## src/rtl/tmr_pkg.sv

```systemverilog
// Shared constants for the compare timer: register addresses, source
// indices and vector codes. Assumes exactly three compare channels.
package tmr_pkg;
    localparam int NCH  = 3;          // compare channels
    localparam int NSRC = NCH + 1;    // channels plus the wrap source
    localparam int SRC_WRAP = NCH;    // index of the wrap flag

    // register addresses
    localparam int A_CTRL = 0;
    localparam int A_CMP0 = 1;
    localparam int A_EN   = 4;
    localparam int A_FLAG = 5;
    localparam int A_CNT  = 6;
    localparam int A_VEC  = 7;

    // control bit positions
    localparam int C_RUN  = 0;
    localparam int C_DIV  = 1;
    localparam int C_CLR  = 2;

    localparam logic [3:0] VEC_NONE = 4'd0;
    localparam logic [3:0] VEC_WRAP = 4'd10;

    // vector code for a shared source index (1..NSRC-1)
    function automatic logic [3:0] src_code(input int s);
        if (s == SRC_WRAP) return VEC_WRAP;
        return 4'(2 * s);
    endfunction
endpackage

```

## src/rtl/tmr_prescale.sv

```systemverilog
// Input clock divider. Produces a one-cycle tick on every clock, or on
// every 2**DIV_LOG2 clocks when div_en is set. restart zeroes the phase
// and suppresses the tick in that cycle. Assumes run and div_en are
// registered control bits.
module tmr_prescale #(
    parameter int DIV_LOG2 = 3
) (
    input  logic clk,
    input  logic rst_n,
    input  logic run,
    input  logic div_en,
    input  logic restart,
    output logic tick
);
    logic [DIV_LOG2-1:0] phase_q;

    // advance the divider phase while running
    always_ff @(posedge clk) begin
        if (!rst_n)       phase_q <= '0;
        else if (restart) phase_q <= '0;
        else if (run)     phase_q <= phase_q + 1'b1;
    end

    // tick on every clock, or only at the last phase when dividing
    always_comb tick = run && !restart && (!div_en || (&phase_q));

    AST_DIV_SPACING: assert property (@(posedge clk) disable iff (!rst_n)
        (tick && div_en) |=> (!tick || !div_en));
endmodule

```

## src/rtl/tmr_count.sv

```systemverilog
// Up counter that runs from 0 to limit and returns to 0. It advances
// only on tick, and restart forces it to 0. It exports the next value so
// the compare logic can set flags on the same edge as the count update.
module tmr_count #(
    parameter int CNT_W = 16
) (
    input  logic             clk,
    input  logic             rst_n,
    input  logic             tick,
    input  logic             restart,
    input  logic [CNT_W-1:0] limit,
    output logic [CNT_W-1:0] cnt,
    output logic [CNT_W-1:0] cnt_nxt,
    output logic             wrap
);
    // wrap event: a tick while sitting on the limit
    always_comb wrap = tick && (cnt == limit);

    // next-count selection
    always_comb begin
        if (restart)   cnt_nxt = '0;
        else if (wrap) cnt_nxt = '0;
        else if (tick) cnt_nxt = cnt + 1'b1;
        else           cnt_nxt = cnt;
    end

    // count register
    always_ff @(posedge clk) begin
        if (!rst_n) cnt <= '0;
        else        cnt <= cnt_nxt;
    end

    AST_CNT_HOLD: assert property (@(posedge clk) disable iff (!rst_n)
        (!tick && !restart) |=> $stable(cnt));
    AST_WRAP_ZERO: assert property (@(posedge clk) disable iff (!rst_n)
        wrap |=> (cnt == '0));
endmodule

```

## src/rtl/tmr_flags.sv

```systemverilog
// Flag bank. Compare channel k sets its flag when the counter takes the
// value of compare register k. The wrap event sets the last flag. A set
// beats a clear in the same cycle. Assumes clr arrives as one bit per
// source.
module tmr_flags
    import tmr_pkg::*;
#(
    parameter int CNT_W = 16
) (
    input  logic                       clk,
    input  logic                       rst_n,
    input  logic                       tick,
    input  logic [CNT_W-1:0]           cnt_nxt,
    input  logic [NCH-1:0][CNT_W-1:0]  cmp,
    input  logic                       wrap,
    input  logic [NSRC-1:0]            clr,
    output logic [NSRC-1:0]            flags
);
    logic [NSRC-1:0] set;

    for (genvar k = 0; k < NCH; k++) begin : g_cmp
        // compare hit on the edge where the count becomes cmp[k]
        always_comb set[k] = tick && (cnt_nxt == cmp[k]);
    end
    // wrap source
    always_comb set[SRC_WRAP] = wrap;

    for (genvar k = 0; k < NSRC; k++) begin : g_flag
        // sticky flag, set has priority over clear
        always_ff @(posedge clk) begin
            if (!rst_n)      flags[k] <= 1'b0;
            else if (set[k]) flags[k] <= 1'b1;
            else if (clr[k]) flags[k] <= 1'b0;
        end

        AST_SET_WINS: assert property (@(posedge clk) disable iff (!rst_n)
            set[k] |=> flags[k]);
        AST_CLR_TAKES: assert property (@(posedge clk) disable iff (!rst_n)
            (clr[k] && !set[k]) |=> !flags[k]);
    end
endmodule

```

## src/rtl/tmr_vecarb.sv

```systemverilog
// Vector arbiter for the shared interrupt line. It picks the
// lowest-index pending, enabled shared source (index 1 upward), reports
// its code and, on a vector read, requests a clear of that source only.
// Source 0 is never touched.
module tmr_vecarb
    import tmr_pkg::*;
(
    input  logic            clk,
    input  logic            rst_n,
    input  logic [NSRC-1:0] flags,
    input  logic [NSRC-1:0] en,
    input  logic            rd_vec,
    output logic [3:0]      vec,
    output logic            irq_shr,
    output logic [NSRC-1:0] clr
);
    logic [NSRC-1:0] pend;
    logic [NSRC-1:0] sel;

    // pending and enabled sources
    always_comb pend = flags & en;

    // fixed priority: lowest shared index wins
    always_comb begin
        logic found;
        found = 1'b0;
        sel   = '0;
        for (int s = 1; s < NSRC; s++) begin
            if (pend[s] && !found) begin
                sel[s] = 1'b1;
                found  = 1'b1;
            end
        end
    end

    // code of the selected source
    always_comb begin
        vec = VEC_NONE;
        for (int s = 1; s < NSRC; s++) begin
            if (sel[s]) vec = src_code(s);
        end
    end

    // shared request line and read-triggered clear
    always_comb irq_shr = |pend[NSRC-1:1];
    always_comb clr     = rd_vec ? sel : '0;

    AST_SEL_ONEHOT: assert property (@(posedge clk) disable iff (!rst_n)
        $onehot0(sel));
    AST_IRQ_VEC: assert property (@(posedge clk) disable iff (!rst_n)
        irq_shr == (vec != VEC_NONE));
endmodule

```

## src/rtl/tmr_vec_unit.sv

```systemverilog
// Top level of the compare timer. Holds the bus-visible registers, joins
// the divider, counter, flag bank and vector arbiter, and drives both
// interrupt lines. Reads are combinational. Only a read of the vector
// address has a side effect. Assumes single-cycle strobes.
module tmr_vec_unit
    import tmr_pkg::*;
#(
    parameter int CNT_W    = 16,
    parameter int DIV_LOG2 = 3,
    parameter int ADDR_W   = 3
) (
    input  logic              clk,
    input  logic              rst_n,
    input  logic              bus_wr,
    input  logic              bus_rd,
    input  logic [ADDR_W-1:0] bus_addr,
    input  logic [CNT_W-1:0]  bus_wdata,
    output logic [CNT_W-1:0]  bus_rdata,
    input  logic              irq0_ack,
    output logic              irq_ch0,
    output logic              irq_shr
);
    logic                      run_q;
    logic                      div_q;
    logic [NCH-1:0][CNT_W-1:0] cmp_q;
    logic [NSRC-1:0]           en_q;

    logic                      wr_ctrl;
    logic                      restart;
    logic                      rd_vec;
    logic                      tick;
    logic [CNT_W-1:0]          cnt;
    logic [CNT_W-1:0]          cnt_nxt;
    logic                      wrap;
    logic [NSRC-1:0]           flags;
    logic [NSRC-1:0]           clr;
    logic [NSRC-1:0]           clr_shr;
    logic [3:0]                vec;

    // decoded strobes
    always_comb begin
        wr_ctrl = bus_wr && (bus_addr == ADDR_W'(A_CTRL));
        restart = wr_ctrl && bus_wdata[C_CLR];
        rd_vec  = bus_rd && (bus_addr == ADDR_W'(A_VEC));
    end

    // control and enable registers
    always_ff @(posedge clk) begin
        if (!rst_n) begin
            run_q <= 1'b0;
            div_q <= 1'b0;
            en_q  <= '0;
        end else begin
            if (wr_ctrl) begin
                run_q <= bus_wdata[C_RUN];
                div_q <= bus_wdata[C_DIV];
            end
            if (bus_wr && (bus_addr == ADDR_W'(A_EN)))
                en_q <= bus_wdata[NSRC-1:0];
        end
    end

    for (genvar k = 0; k < NCH; k++) begin : g_cmpreg
        // compare register k
        always_ff @(posedge clk) begin
            if (!rst_n)
                cmp_q[k] <= '0;
            else if (bus_wr && (bus_addr == ADDR_W'(A_CMP0 + k)))
                cmp_q[k] <= bus_wdata;
        end
    end

    tmr_prescale #(.DIV_LOG2(DIV_LOG2)) u_pre (
        .clk     (clk),
        .rst_n   (rst_n),
        .run     (run_q),
        .div_en  (div_q),
        .restart (restart),
        .tick    (tick)
    );

    tmr_count #(.CNT_W(CNT_W)) u_cnt (
        .clk     (clk),
        .rst_n   (rst_n),
        .tick    (tick),
        .restart (restart),
        .limit   (cmp_q[0]),
        .cnt     (cnt),
        .cnt_nxt (cnt_nxt),
        .wrap    (wrap)
    );

    // clear sources: acknowledge for channel 0, vector read for the rest
    always_comb begin
        clr    = clr_shr;
        clr[0] = irq0_ack;
    end

    tmr_flags #(.CNT_W(CNT_W)) u_flg (
        .clk     (clk),
        .rst_n   (rst_n),
        .tick    (tick),
        .cnt_nxt (cnt_nxt),
        .cmp     (cmp_q),
        .wrap    (wrap),
        .clr     (clr),
        .flags   (flags)
    );

    tmr_vecarb u_arb (
        .clk     (clk),
        .rst_n   (rst_n),
        .flags   (flags),
        .en      (en_q),
        .rd_vec  (rd_vec),
        .vec     (vec),
        .irq_shr (irq_shr),
        .clr     (clr_shr)
    );

    // private channel 0 line
    always_comb irq_ch0 = flags[0] && en_q[0];

    // read multiplexer
    always_comb begin
        bus_rdata = '0;
        case (int'(bus_addr))
            A_CTRL: begin
                bus_rdata[C_RUN] = run_q;
                bus_rdata[C_DIV] = div_q;
            end
            A_CMP0, A_CMP0 + 1, A_CMP0 + 2:
                bus_rdata = cmp_q[int'(bus_addr) - A_CMP0];
            A_EN:   bus_rdata[NSRC-1:0] = en_q;
            A_FLAG: bus_rdata[NSRC-1:0] = flags;
            A_CNT:  bus_rdata = cnt;
            A_VEC:  bus_rdata[3:0] = vec;
            default: bus_rdata = '0;
        endcase
    end

    AST_ACK_CLEARS: assert property (@(posedge clk) disable iff (!rst_n)
        (irq0_ack && !(tick && cnt_nxt == cmp_q[0])) |=> !irq_ch0);
    AST_VEC_KEEPS0: assert property (@(posedge clk) disable iff (!rst_n)
        (rd_vec && !irq0_ack && flags[0]) |=> flags[0]);
endmodule

```

## config.mk

```make
export PLATFORM = sky130hd
export DESIGN_NAME = tmr_vec_unit
export DESIGN_NICKNAME = d
export VERILOG_FILES = /design/src/rtl/tmr_pkg.sv /design/src/rtl/tmr_prescale.sv /design/src/rtl/tmr_count.sv /design/src/rtl/tmr_flags.sv /design/src/rtl/tmr_vecarb.sv /design/src/rtl/tmr_vec_unit.sv
export SDC_FILE = /design/constraint.sdc
export NUM_CORES = 1
export LEC_CHECK = 0
export ABC_CLOCK_PERIOD_IN_PS = 4200
export CAP_MARGIN = 20
export CORE_MARGIN = 3
export CORE_UTILIZATION = 55
export CTS_CLUSTER_SIZE = 12
export DETAILED_ROUTE_END_ITERATION = 8
export DONT_BUFFER_PORTS = 1
export HOLD_SLACK_MARGIN = 0.1
export PLACE_DENSITY = 0.7
export SLEW_MARGIN = 5
export SYNTH_ARGS = -nofsm -noshare
export SYNTH_HDL_FRONTEND = slang
export SYNTH_SLANG_ARGS = --single-unit
```

## constraint.sdc

```tcl
create_clock -name clk -period 4.2 [get_ports clk]
set_input_delay 0.21 -clock clk [delete_from_list [all_inputs] [get_ports clk]]
set_output_delay 0.21 -clock clk [all_outputs]
set_load 0.02 [all_outputs]
```

# Word-level counts from Yosys, hierarchy flattened
# Index checks and enable logic that the tools add are counted.
[totals] wordCells=86 output_inout_bits=18 input_bits=24 register_bits=77
[op_classes] n_addsub=3 bitwise=2 magnitude_cmp=1 n_eq_ne=11 muxes=27 n_reduce_logical=30
[ops] operator="two-way mux 16 bit" n=5
[ops] operator="== test 16 bit" n=4
[ops] operator="binary-select mux 16 bit (select 2 bit)" n=1
[ops] operator="case mux 12 bit (2 select lines)" n=1
[ops] operator="adder 16 x 1 -> 16 bit (second input constant)" n=1
[ops] operator="logical AND 1 bit" n=16
[ops] operator="two-way mux 4 bit" n=4
[ops] operator="two-way mux 1 bit" n=13
[ops] operator="== test 3 bit (second input constant)" n=4
[ops] operator="case mux 2 bit (6 select lines)" n=1
[ops] operator="case mux 2 bit (5 select lines)" n=1
[ops] operator="nonzero test 2 bit" n=4
[ops] operator="== test 3 x 2 -> 1 bit (second input constant)" n=2
[ops] operator="OR reduction 3 bit" n=2
[ops] operator="bitwise AND 4 bit" n=1
[ops] operator="logical NOT 1 bit" n=4
[ops] operator="less-than comparator 4 bit (second input constant)" n=1
[ops] operator="subtractor 3 x 1 -> 4 bit (second input constant)" n=1
[ops] operator="adder 3 x 1 -> 3 bit (second input constant)" n=1
[ops] operator="== test 3 x 1 -> 1 bit (second input constant)" n=1
[ops] operator="logical NOT 3 bit" n=1
[ops] operator="AND reduction 3 bit" n=1
[ops] operator="two-way mux 2 bit" n=1
[ops] operator="OR reduction 2 bit" n=1
[ops] operator="2 further kinds" n=2

# Longest topological paths before layout
# Gate-level depths: netlist of the first run.
[logic_depth] ltp_word=12 depth_mapped=14 ltp_nobuf=11

# Hierarchy
# From an unflattened synthesis of the first run, not the netlist that was laid out.
[unflattened] hier_cells=565 hier_area_um2=4817.1
[modules_own_cells] mod="tmr_vec_unit" area_each_um2=2905.3 n_inst=1 cells_each=334 seq_area_each_um2=1081.0
[modules_own_cells] mod="tmr_count" area_each_um2=1024.7 n_inst=1 cells_each=123 seq_area_each_um2=320.3
[modules_own_cells] mod="tmr_flags" area_each_um2=656.9 n_inst=1 cells_each=78 seq_area_each_um2=80.1
[modules_own_cells] mod="tmr_prescale" area_each_um2=145.1 n_inst=1 cells_each=14 seq_area_each_um2=60.1
[modules_own_cells] mod="tmr_vecarb" area_each_um2=85.1 n_inst=1 cells_each=16 seq_area_each_um2=0.0

# Worst setup path after synthesis of the first run
# OpenSTA, ideal clock, no wires.
[synth_path] kind="input to register" from="input bus_addr[0]" to="register u_flg.flags[2]" required_time_ns=4.131 path_stages=13 n_path_buf=2 path_slack_ns=1.466 arrival_time_ns=2.666 setup_ns=0.069 cell_sequence="clkinv_1 -> clkbuf_1 -> ha_1 -> buf_2 -> nand4b_1 -> nand3_2 -> nor3_4 -> a21oi_1 -> a211o_1 -> o21ai_0 -> nand4_1 -> or3_1 -> o21ai_1"
[synth_between] elab_chain_len=12 elab_cells_between_ends=17 classes_between="eq/ne: 2; mux: 5; reduce/logical: 10"
[synth_rtl] item="from (decl)" line_no="tmr_vec_unit.sv:16" rtl="input logic [ADDR_W-1:0] bus_addr,"
[synth_rtl] item="logical NOT 3 bit" line_no="tmr_vec_unit.sv:42" rtl="wr_ctrl = bus_wr && (bus_addr == ADDR_W'(A_CTRL));"
[synth_rtl] item="logical AND 1 bit" line_no="tmr_vec_unit.sv:42"
[synth_rtl] item="logical AND 1 bit" line_no="tmr_vec_unit.sv:43" rtl="restart = wr_ctrl && bus_wdata[C_CLR];"
[synth_rtl] item="logical NOT 1 bit" line_no="tmr_prescale.sv:25" rtl="always_comb tick = run && !restart && (!div_en || (&phase_q));"
[synth_rtl] item="logical AND 1 bit (2 in series)" line_no="tmr_prescale.sv:25"
[synth_rtl] item="two-way mux 16 bit or logical AND 1 bit (tied branches)" line_no="tmr_count.sv:23, tmr_count.sv:17"
[synth_rtl] item="two-way mux 16 bit" line_no="tmr_count.sv:22" rtl="else if (wrap) cnt_nxt = '0;"
[synth_rtl] item="two-way mux 16 bit" line_no="tmr_count.sv:21" rtl="if (restart) cnt_nxt = '0;"
[synth_rtl] item="== test 16 bit" line_no="tmr_flags.sv:23" rtl="always_comb set[k] = tick && (cnt_nxt == cmp[k]);"
[synth_rtl] item="logical AND 1 bit" line_no="tmr_flags.sv:23"
[synth_rtl] item="two-way mux 1 bit or nonzero test 2 bit (tied branches)"
[synth_rtl] item="to (signal, indexed assignment)" line_no="tmr_flags.sv:31" rtl="if (!rst_n) flags[k] <= 1'b0;"
[synth_rtl] item="to (signal, indexed assignment)" line_no="tmr_flags.sv:32" rtl="else if (set[k]) flags[k] <= 1'b1;"
[synth_rtl] item="to (signal, indexed assignment)" line_no="tmr_flags.sv:33" rtl="else if (clr[k]) flags[k] <= 1'b0;"
[synth_rtl] item="to (decl)" line_no="tmr_flags.sv:17" rtl="output logic [NSRC-1:0] flags"
# Several ways; a longest one is shown, not always the timed one.
# A chain may end at the register's enable or synchronous reset.

# Final worst setup path of the first run
[layout_path] from="register u_pre.phase_q[0]" to="register u_flg.flags[2]"
[layout_between] elab_chain_len=9 elab_cells_between_ends=11 classes_between="eq/ne: 1; mux: 4; reduce/logical: 6"
[layout_rtl] item="from (decl)" line_no="tmr_prescale.sv:15" rtl="logic [DIV_LOG2-1:0] phase_q;"
[layout_rtl] item="from (signal assigned)" line_no="tmr_prescale.sv:21" rtl="else if (run) phase_q <= phase_q + 1'b1;"
[layout_rtl] item="AND reduction 3 bit *" line_no="tmr_prescale.sv:25"
[layout_rtl] item="logical OR 1 bit *" line_no="tmr_prescale.sv:25"
[layout_rtl] item="logical AND 1 bit *" line_no="tmr_prescale.sv:25"
[layout_rtl] item="two-way mux 16 bit or logical AND 1 bit (tied branches)" line_no="tmr_count.sv:23, tmr_count.sv:17"
[layout_rtl] item="two-way mux 16 bit" line_no="tmr_count.sv:22"
[layout_rtl] item="two-way mux 16 bit" line_no="tmr_count.sv:21"
[layout_rtl] item="== test 16 bit" line_no="tmr_flags.sv:23"
[layout_rtl] item="logical AND 1 bit *" line_no="tmr_flags.sv:23"
[layout_rtl] item="two-way mux 1 bit or nonzero test 2 bit (tied branches)"
# Every way passes the cells marked *; elsewhere a longest branch is shown, timed or not.

==> impl_metrics.env, run 1 <==
export IMPL_outcome="completed"
export IMPL_dr_pass1_iters=9
export IMPL_synth_area_mm2=0.00507
export IMPL_path_max_fanout=9
export IMPL_layout_nets=684
export IMPL_p_seq_share_pct=47.8
export IMPL_reg2regPathDepth=11
export IMPL_relSlewSlack_pct=33.6
export IMPL_met1_length_um=7420
export IMPL_clkPwrFrac_pct=42.0
export IMPL_dpl_hpwl_um=12700
export IMPL_min_path_cells=2
export IMPL_layout_cells_non_filler=766
export IMPL_gr_usage_all_layers_pct=34.0
export IMPL_tns_ns=0
export IMPL_synth_avg_cell_area_um2=7.73
export IMPL_fmax_mhz=306
export IMPL_drt_iter0_drc=736
export IMPL_cts_buffer_depth=2
export IMPL_holdWs_ns=0.122
export IMPL_dieWidth_um=102
export IMPL_design_die_area_mm2=0.0104
export IMPL_top_layer="met4"
export IMPL_power_share_combinational_pct=10.2
export IMPL_cts_setup_buffers=0
export IMPL_antenna_found_initial=0
export IMPL_syn_nets=687
export IMPL_swShare_pct=27.4
export IMPL_routed_wl_met2_um=7620
export IMPL_clock_sinks=77
export IMPL_htree_levels=3
export IMPL_initial_core_util_pct=57.3
export IMPL_synth_edff_count=0
export IMPL_wl_per_cell_um=22.7
export IMPL_cts_made_buffers=9
export IMPL_grt_start_max_net_pins=56
export IMPL_n_antenna_cell=0
export IMPL_gp_congestion=1.03
export IMPL_insertion_delay_ns=0.35
export IMPL_detail_route_vias_per_cell=6.62
export IMPL_synth_cells=656
export IMPL_setup_worst_path_class="register to register"
export IMPL_clkTransAtPathRegs_ns=0.09
export IMPL_r2r_slack_ns=0.94
export IMPL_die_h_um=102
export IMPL_cts_root_buf="clkbuf_8"
export IMPL_rsz0062_at_grt="false"
export IMPL_powerDensity_mw_per_mm2=291
export IMPL_layout_drive_gt1_share_pct=5.93
export IMPL_placementRows=34
export IMPL_num_vias=5073
export IMPL_hold_viol_final=0
export IMPL_drc=0
export IMPL_intPower_mw=1.16
export IMPL_crit_arrival_ns=3.55
export IMPL_ys_seq_area_share_pct=30.4
export IMPL_fin_crit_ns=3.26
export IMPL_ir_drop_mv=0.265
export IMPL_num_io_pins=42
export IMPL_grt_overflow_total=0
export IMPL_hold_class="primary input to register"
export IMPL_slew_viol_final=0
export IMPL_syn2layout_area_growth_pct=8.41
export IMPL_skew_ns=0.00911
export IMPL_numPortBuffers=0
export IMPL_grt_pass1_wl_um=26800
export IMPL_cp_end_kind="register"
export IMPL_setup_viol_count_final=0
export IMPL_wl_met3_um=1870
export IMPL_synth_async_sr_flop_share_pct=0
export IMPL_synth_seq_cells=77
export IMPL_final_cell_mix="nand2_1 (146), dfxtp_1 (77), a21boi_0 (51)"
export IMPL_cts_hold_fix_buffers=20
export IMPL_cp_start_kind="register"
export IMPL_p_switching_mw=0.439
export IMPL_synth_cell_type_count=69
export IMPL_dp_cells=728
export IMPL_ys_flop_type="dfxtp_1"
export IMPL_cts_tree="yes"
export IMPL_max_slew_worst_pin_slew_ns=0.969
export IMPL_core_mm2=0.00885
export IMPL_ys_warn_count=0
export IMPL_max_cap_violations=0
export IMPL_routed_wl_um=17400
export IMPL_finalCritPeriodShare_pct=77.7
export IMPL_cts_resized=0
export IMPL_final_common_cell="nand2_1"
export IMPL_power_leakage_nw=1.92
export IMPL_cp_data_required_time_ns=4.48
export IMPL_grt_pass1_vias=4654
export IMPL_ant_nets=0
kinds of logic (layout without fill, tap and decap cells):
family	Yosys count	count (layout)	synth area share, %
and+or+nand+nor	290	290	27.1
AOI/OAI and AO/OA	164	164	22.8
DFF	77	77	30.4
xor gates and xnor gates	46	46	8.53
buffers and inverters	46	48	4.34
muxes	26	26	5.15
adders and majority gates	7	7	1.73
power by group through the flow:
stage	Sequential [mW]	Combinational (mW)	Clock, mW
finish	0.765	0.163	0.673
floorplan	0.770	0.114	0
global route	0.766	0.177	0.712
global placement	0.781	0.130	0
CTS	0.764	0.158	0.678
detailed placement	0.781	0.131	0
flip-flops by register name, indices dropped and copies added, names as in the netlist:
register,cells
cmp_q,48
en_q,4
u_flg.flags,4
div_q,1
u_cnt.cnt,16
run_q,1
u_pre.phase_q,3
through the flow:
| stage | instance area, um^2 | total power, mW | setup WS (ns) | util [%] |
|---|---|---|---|---|
| 6_report | 5500 | 1.60 | 0.936 | 62.2 |
| 5_1_grt | 5500 | 1.65 | 0.717 | 62.2 |
| 4_1_cts | 5490 | 1.60 | 0.993 | 62.0 |
| 3_5_place_dp | 5040 | 0.912 | 0.782 | 57.0 |
| 3_3_place_gp | 5040 | 0.911 | 0.890 | 57.0 |
| 2_1_floorplan | 5070 | 0.884 | 1.47 | - |
worst max-delay path: stages (launching register included):
cell and delay [ns]:
dfxtp_1 0.33, ha_1 0.20, ha_1 0.20, nand2b_1 0.25, nand2_1 0.15, mux2i_1 0.82
nor4bb_1 0.38, a31oi_1 0.06, o21ai_0 0.19, nand4_1 0.12, or3_1 0.37, o21ai_1 0.13
Yosys cell counts (3+ instances only):
library cell,number,area share [%]
nand4_1,21,2.6
nand2_1,146,11
a222oi_1,4,0.79
mux2i_1,25,4.9
o21ai_0,27,2.7
ha_1,7,1.7
nor2b_1,8,0.99
nand3b_1,3,0.44
a22oi_1,15,2.2
o22ai_1,7,0.86
nor3_1,10,0.99
nor4b_1,4,0.69
xor2_1,16,2.8
nand3_1,15,1.5
nor4_1,4,0.49
a31oi_1,9,1.1
buf_2,5,0.49
clkbuf_1,28,2.1
a21oi_1,15,1.5
a221oi_1,4,0.69
inv_1,4,0.30
buf_4,5,0.74
o32a_1,3,0.59
xnor2_1,27,4.7
nor2_1,48,3.6
o32ai_1,3,0.52
buf_6,3,0.67
and3_1,3,0.37
and2_1,5,0.62
dfxtp_1,77,30
a21boi_0,51,7.5
metal layers:
metal  track usage (%)  up-vias
met1              49.1     2384
met2              51.1      315
li1                  -     2333
met4              10.6        0
met5                 0        -
met3              6.83       41
area by class of cell:
cell class | instances | area (um^2)
multi-input cells | 533 | 3310
well taps | 108 | 135
repair buffers | 27 | 263
clock inverters | 6 | 92.6
clock buffers | 10 | 138
flip-flops and latches | 77 | 1540
fillers | 836 | 3350
inverters | 5 | 18.8
final timing paths:
kind                                       start                to
worst max-delay path            u_pre.phase_q[0]    u_flg.flags[2]
worst min register to register  u_pre.phase_q[1]  u_pre.phase_q[1]
worst max register to register  u_pre.phase_q[0]    u_flg.flags[2]
worst min-delay path                       rst_n    u_flg.flags[0]
No activity file was read; power rests on OpenSTA's default activity.
==> inputs of run 2 (changes only) <==
--- a/config.mk
+++ b/config.mk
@@ -5,7 +5,8 @@
 export SDC_FILE = /design/constraint.sdc
 export NUM_CORES = 1
 export LEC_CHECK = 0
-export ABC_CLOCK_PERIOD_IN_PS = 4200
+export ABC_AREA = 1
+export ABC_CLOCK_PERIOD_IN_PS = 2900
 export CAP_MARGIN = 20
 export CORE_MARGIN = 3
 export CORE_UTILIZATION = 55
@@ -13,7 +14,7 @@
 export DETAILED_ROUTE_END_ITERATION = 8
 export DONT_BUFFER_PORTS = 1
 export HOLD_SLACK_MARGIN = 0.1
-export PLACE_DENSITY = 0.7
+export PLACE_DENSITY = 0.73
 export SLEW_MARGIN = 5
 export SYNTH_ARGS = -nofsm -noshare
 export SYNTH_HDL_FRONTEND = slang
==> constraint.sdc (replaced) <==
create_clock -name clk -period 2.9 [get_ports clk]
set_input_delay 0.145 -clock clk [delete_from_list [all_inputs] [get_ports clk]]
set_output_delay 0.145 -clock clk [all_outputs]
set_load 0.02 [all_outputs]
==> run 2 against run 1 <==
Final cell count up 27%. Utilization is 2.5 points higher. Global-route usage grew 1.4 points. Register-to-register slack lost 0.75 ns. Combinational power up 130%. Worst setup slack worse by 0.75 ns. Design area grew 5.0%. Highest routed layer unchanged.
==> impl_metrics.env, run 2 <==
export IMPL_outcome="completed"
export IMPL_cp_top_family="simple AND/OR/NAND/NOR gates"
export IMPL_routed_wl_um=18400
export IMPL_met2_usage_pct=51.0
export IMPL_synth_cells=844
export IMPL_cp_data_required_time_ns=3.19
export IMPL_synthTopCellsByCount="nand2_1 (246), a21oi_1 (91), inv_1 (82), dfxtp_1 (77), o21ai_0 (76)"
export IMPL_gp_congestion=0.987
export IMPL_largest_reg_flops=48
export IMPL_cts_tree="yes"
export IMPL_syn_nets=875
export IMPL_hold_viol_final=0
export IMPL_critical_path_depth=16
export IMPL_stdcell_area_mm2=0.00577
export IMPL_min_path_cells=3
export IMPL_ys_flop_type="dfxtp_1"
export IMPL_powerDensity_mw_per_mm2=432
export IMPL_die_h_um=103
export IMPL_cts_setup_buffers=0
export IMPL_dpl_cell_area_mm2=0.00530
export IMPL_use_met3_pct=7.58
export IMPL_drt_iter0_drc=558
export IMPL_dpl_hpwl_um=13200
export IMPL_crit_arrival_ns=3.01
export IMPL_slew_viol_final=0
export IMPL_grt_pass1_vias=5252
export IMPL_gr_usage_all_layers_pct=35.4
export IMPL_max_slew_worst_pin_slew_ns=0.953
export IMPL_drc=0
export IMPL_antenna_found_initial=1
export IMPL_relSlewSlack_pct=36.4
export IMPL_yosysTopAreaCell="dfxtp_1"
export IMPL_max_stage_delay_ns=0.37
export IMPL_final_cell_mix="nand2_1 (246), a21oi_1 (91), inv_1 (82)"
export IMPL_power_leakage_nw=2.38
export IMPL_rsz0062_at_grt="false"
export IMPL_cp_end_kind="register"
export IMPL_wl_per_cell_um=18.9
export IMPL_layout_nets=889
export IMPL_cts_made_buffers=9
export IMPL_fin_crit_ns=2.72
export IMPL_numPortBuffers=0
export IMPL_max_cap_violations=0
export IMPL_num_vias=5944
export IMPL_synth_edff_count=0
export IMPL_clkTransAtPathRegs_ns=0.09
export IMPL_ant_nets=0
export IMPL_synth_cell_type_count=38
export IMPL_grt_overflow_total=0
export IMPL_synth_seq_cells=77
export IMPL_cts_root_buf="clkbuf_8"
export IMPL_ys_warn_count=0
export IMPL_cp_cell_sequence="ha_1, ha_1, inv_1, a21oi_4, nand2_4, nor2_2, nor2_1, nor2_2, nand3_2, nand2_1, nand2_1, nor2_1, nand2_1, nor2_1, nand2_1, a21oi_2"
export IMPL_layout_drive_gt1_share_pct=8.69
export IMPL_reg2regPathDepth=16
export IMPL_gr_usage_met1_pct=51.2
export IMPL_htree_levels=3
export IMPL_num_io_pins=42
export IMPL_cpMostUsedCell="nand2_1"
export IMPL_tns_ns=0
export IMPL_placementRows=34
export IMPL_reg_top3="cmp_q: 48 flops, u_cnt.cnt: 16 flops"
export IMPL_cts_buffer_depth=2
export IMPL_ir_drop_mv=0.297
export IMPL_regMostFlops="cmp_q"
export IMPL_path_buf_inv=1
export IMPL_grt_start_max_net_pins=56
export IMPL_setup_viol_count_final=0
export IMPL_top_usage_layer="met1"
export IMPL_synth_avg_cell_area_um2=6.13
export IMPL_synth_async_sr_flop_share_pct=0
export IMPL_setup_worst_path_class="register to register"
export IMPL_yosysTopAreaCellShare_pct=29.8
export IMPL_ys_seq_area_share_pct=29.8
export IMPL_design_die_area_mm2=0.0106
export IMPL_core_mm2=0.00893
export IMPL_syn2layout_area_growth_pct=11.6
export IMPL_skew_ns=0.0141
export IMPL_detail_route_vias_per_cell=6.12
export IMPL_dr_pass1_iters=5
export IMPL_synth_area_mm2=0.00518
export IMPL_yosys_top_cells_area="dfxtp_1 (30%), nand2_1 (18%), a21oi_1 (8.8%)"
export IMPL_path_max_fanout=13
export IMPL_grt_pass1_wl_um=28500
export IMPL_synth_most_common_cell="nand2_1"
export IMPL_cp_start_kind="register"
export IMPL_clock_sinks=77
export IMPL_hold_class="primary input to register"
export IMPL_final_common_cell="nand2_1"
export IMPL_initial_core_util_pct=57.9
export IMPL_dieWidth_um=103
export IMPL_fmax_mhz=368
export IMPL_finalCritPeriodShare_pct=93.6
export IMPL_cp_slowest_cell="dfxtp_1"
export IMPL_insertion_delay_ns=0.36
[run 2: cell count changes in the layout (fill, tap and decap cells not counted), moves of 15 or more]
cell / change
nand2_1: +100
inv_1: +78
a21oi_1: +76
a21boi_0: -51
o21ai_0: +49
xnor2_1: -26
mux2i_1: -25
nand4_1: +22
nor2_1: +21
buf_4: +17
nand3_1: +17
a22oi_1: -15
o31ai_1: +15
[run 2: layout make-up]
type                    count  area (um^2)
flip-flops and latches     77         1540
repair buffers             46          410
inverters                  92          345
well taps                 108          135
clock inverters             6          111
clock buffers              10          128
diodes                      1         2.50
fillers                   875         3160
multi-input cells         632         3100
[run 2: path summary, 6_finish.rpt]
path	start	endpoint	slack (ns)
hold reg to reg	u_pre.phase_q[1]	u_pre.phase_q[1]	0.49
setup reg to reg	u_pre.phase_q[0]	u_flg.flags[2]	0.18
hold / removal	rst_n	cmp_q[29]	0.11
setup / recovery	u_pre.phase_q[0]	u_flg.flags[2]	0.18
[run 2: metrics by stage]
| stage | hold slack [ns] | worst slack (ns) | utilization [%] | power, mW | std cells |
|---|---|---|---|---|---|
| after floorplan | 0.321 | 0.415 | - | 1.37 | 844 |
| after global placement | 0.289 | 0.345 | 59.4 | 1.45 | 933 |
| after detailed placement | 0.292 | 0.313 | 59.4 | 1.45 | 933 |
| after CTS | 0.107 | 0.301 | 64.6 | 2.48 | 971 |
| after global routing | 0.140 | 0.0525 | 64.6 | 2.58 | 971 |
| final | 0.114 | 0.184 | 64.6 | 2.50 | 972 |
[run 2: timing repair]
item	in CTS	in global routing
hold buffers	22	0
endpoints found under the setup margin	0	0
gates resized for setup	0	0
hold endpoints to repair	58	0
[run 2: kinds of logic (layout without fill, tap and decap cells)]
logic type | after synthesis | after routing | synth area share, %
and+or+nand+nor | 422 | 422 | 36.5
DFF | 77 | 77 | 29.8
other | 0 | 1 | 0
buffers and inverters | 135 | 154 | 10.3
adders and majority gates | 7 | 7 | 1.69
AOI/OAI and AO/OA | 199 | 199 | 21.0
xor gates and xnor gates | 4 | 4 | 0.677
[run 2: worst min-delay path: cells and delay by family]
family | cells | cell delay, ns
buffers and inverters | 1 | 0.16
AO/OA/AOI/OAI | 2 | 0.13
[run 2: per-layer routing]
layer | wire [um] | share of wire [%] | vias to the layer above
met5 | 0 | 0 | -
met4 | 611 | 3.3 | 0
met3 | 2120 | 11 | 54
met2 | 7830 | 43 | 349
met1 | 7850 | 43 | 2724
li1 | - | - | 2817
[run 2: power breakdown]
part	internal, mW	leakage [nW]	total (mW)	switching, mW
Combinational	0.121	1.64	0.374	0.253
Sequential	1.09	0.624	1.11	0.0240
Clock	0.573	0.116	1.01	0.439
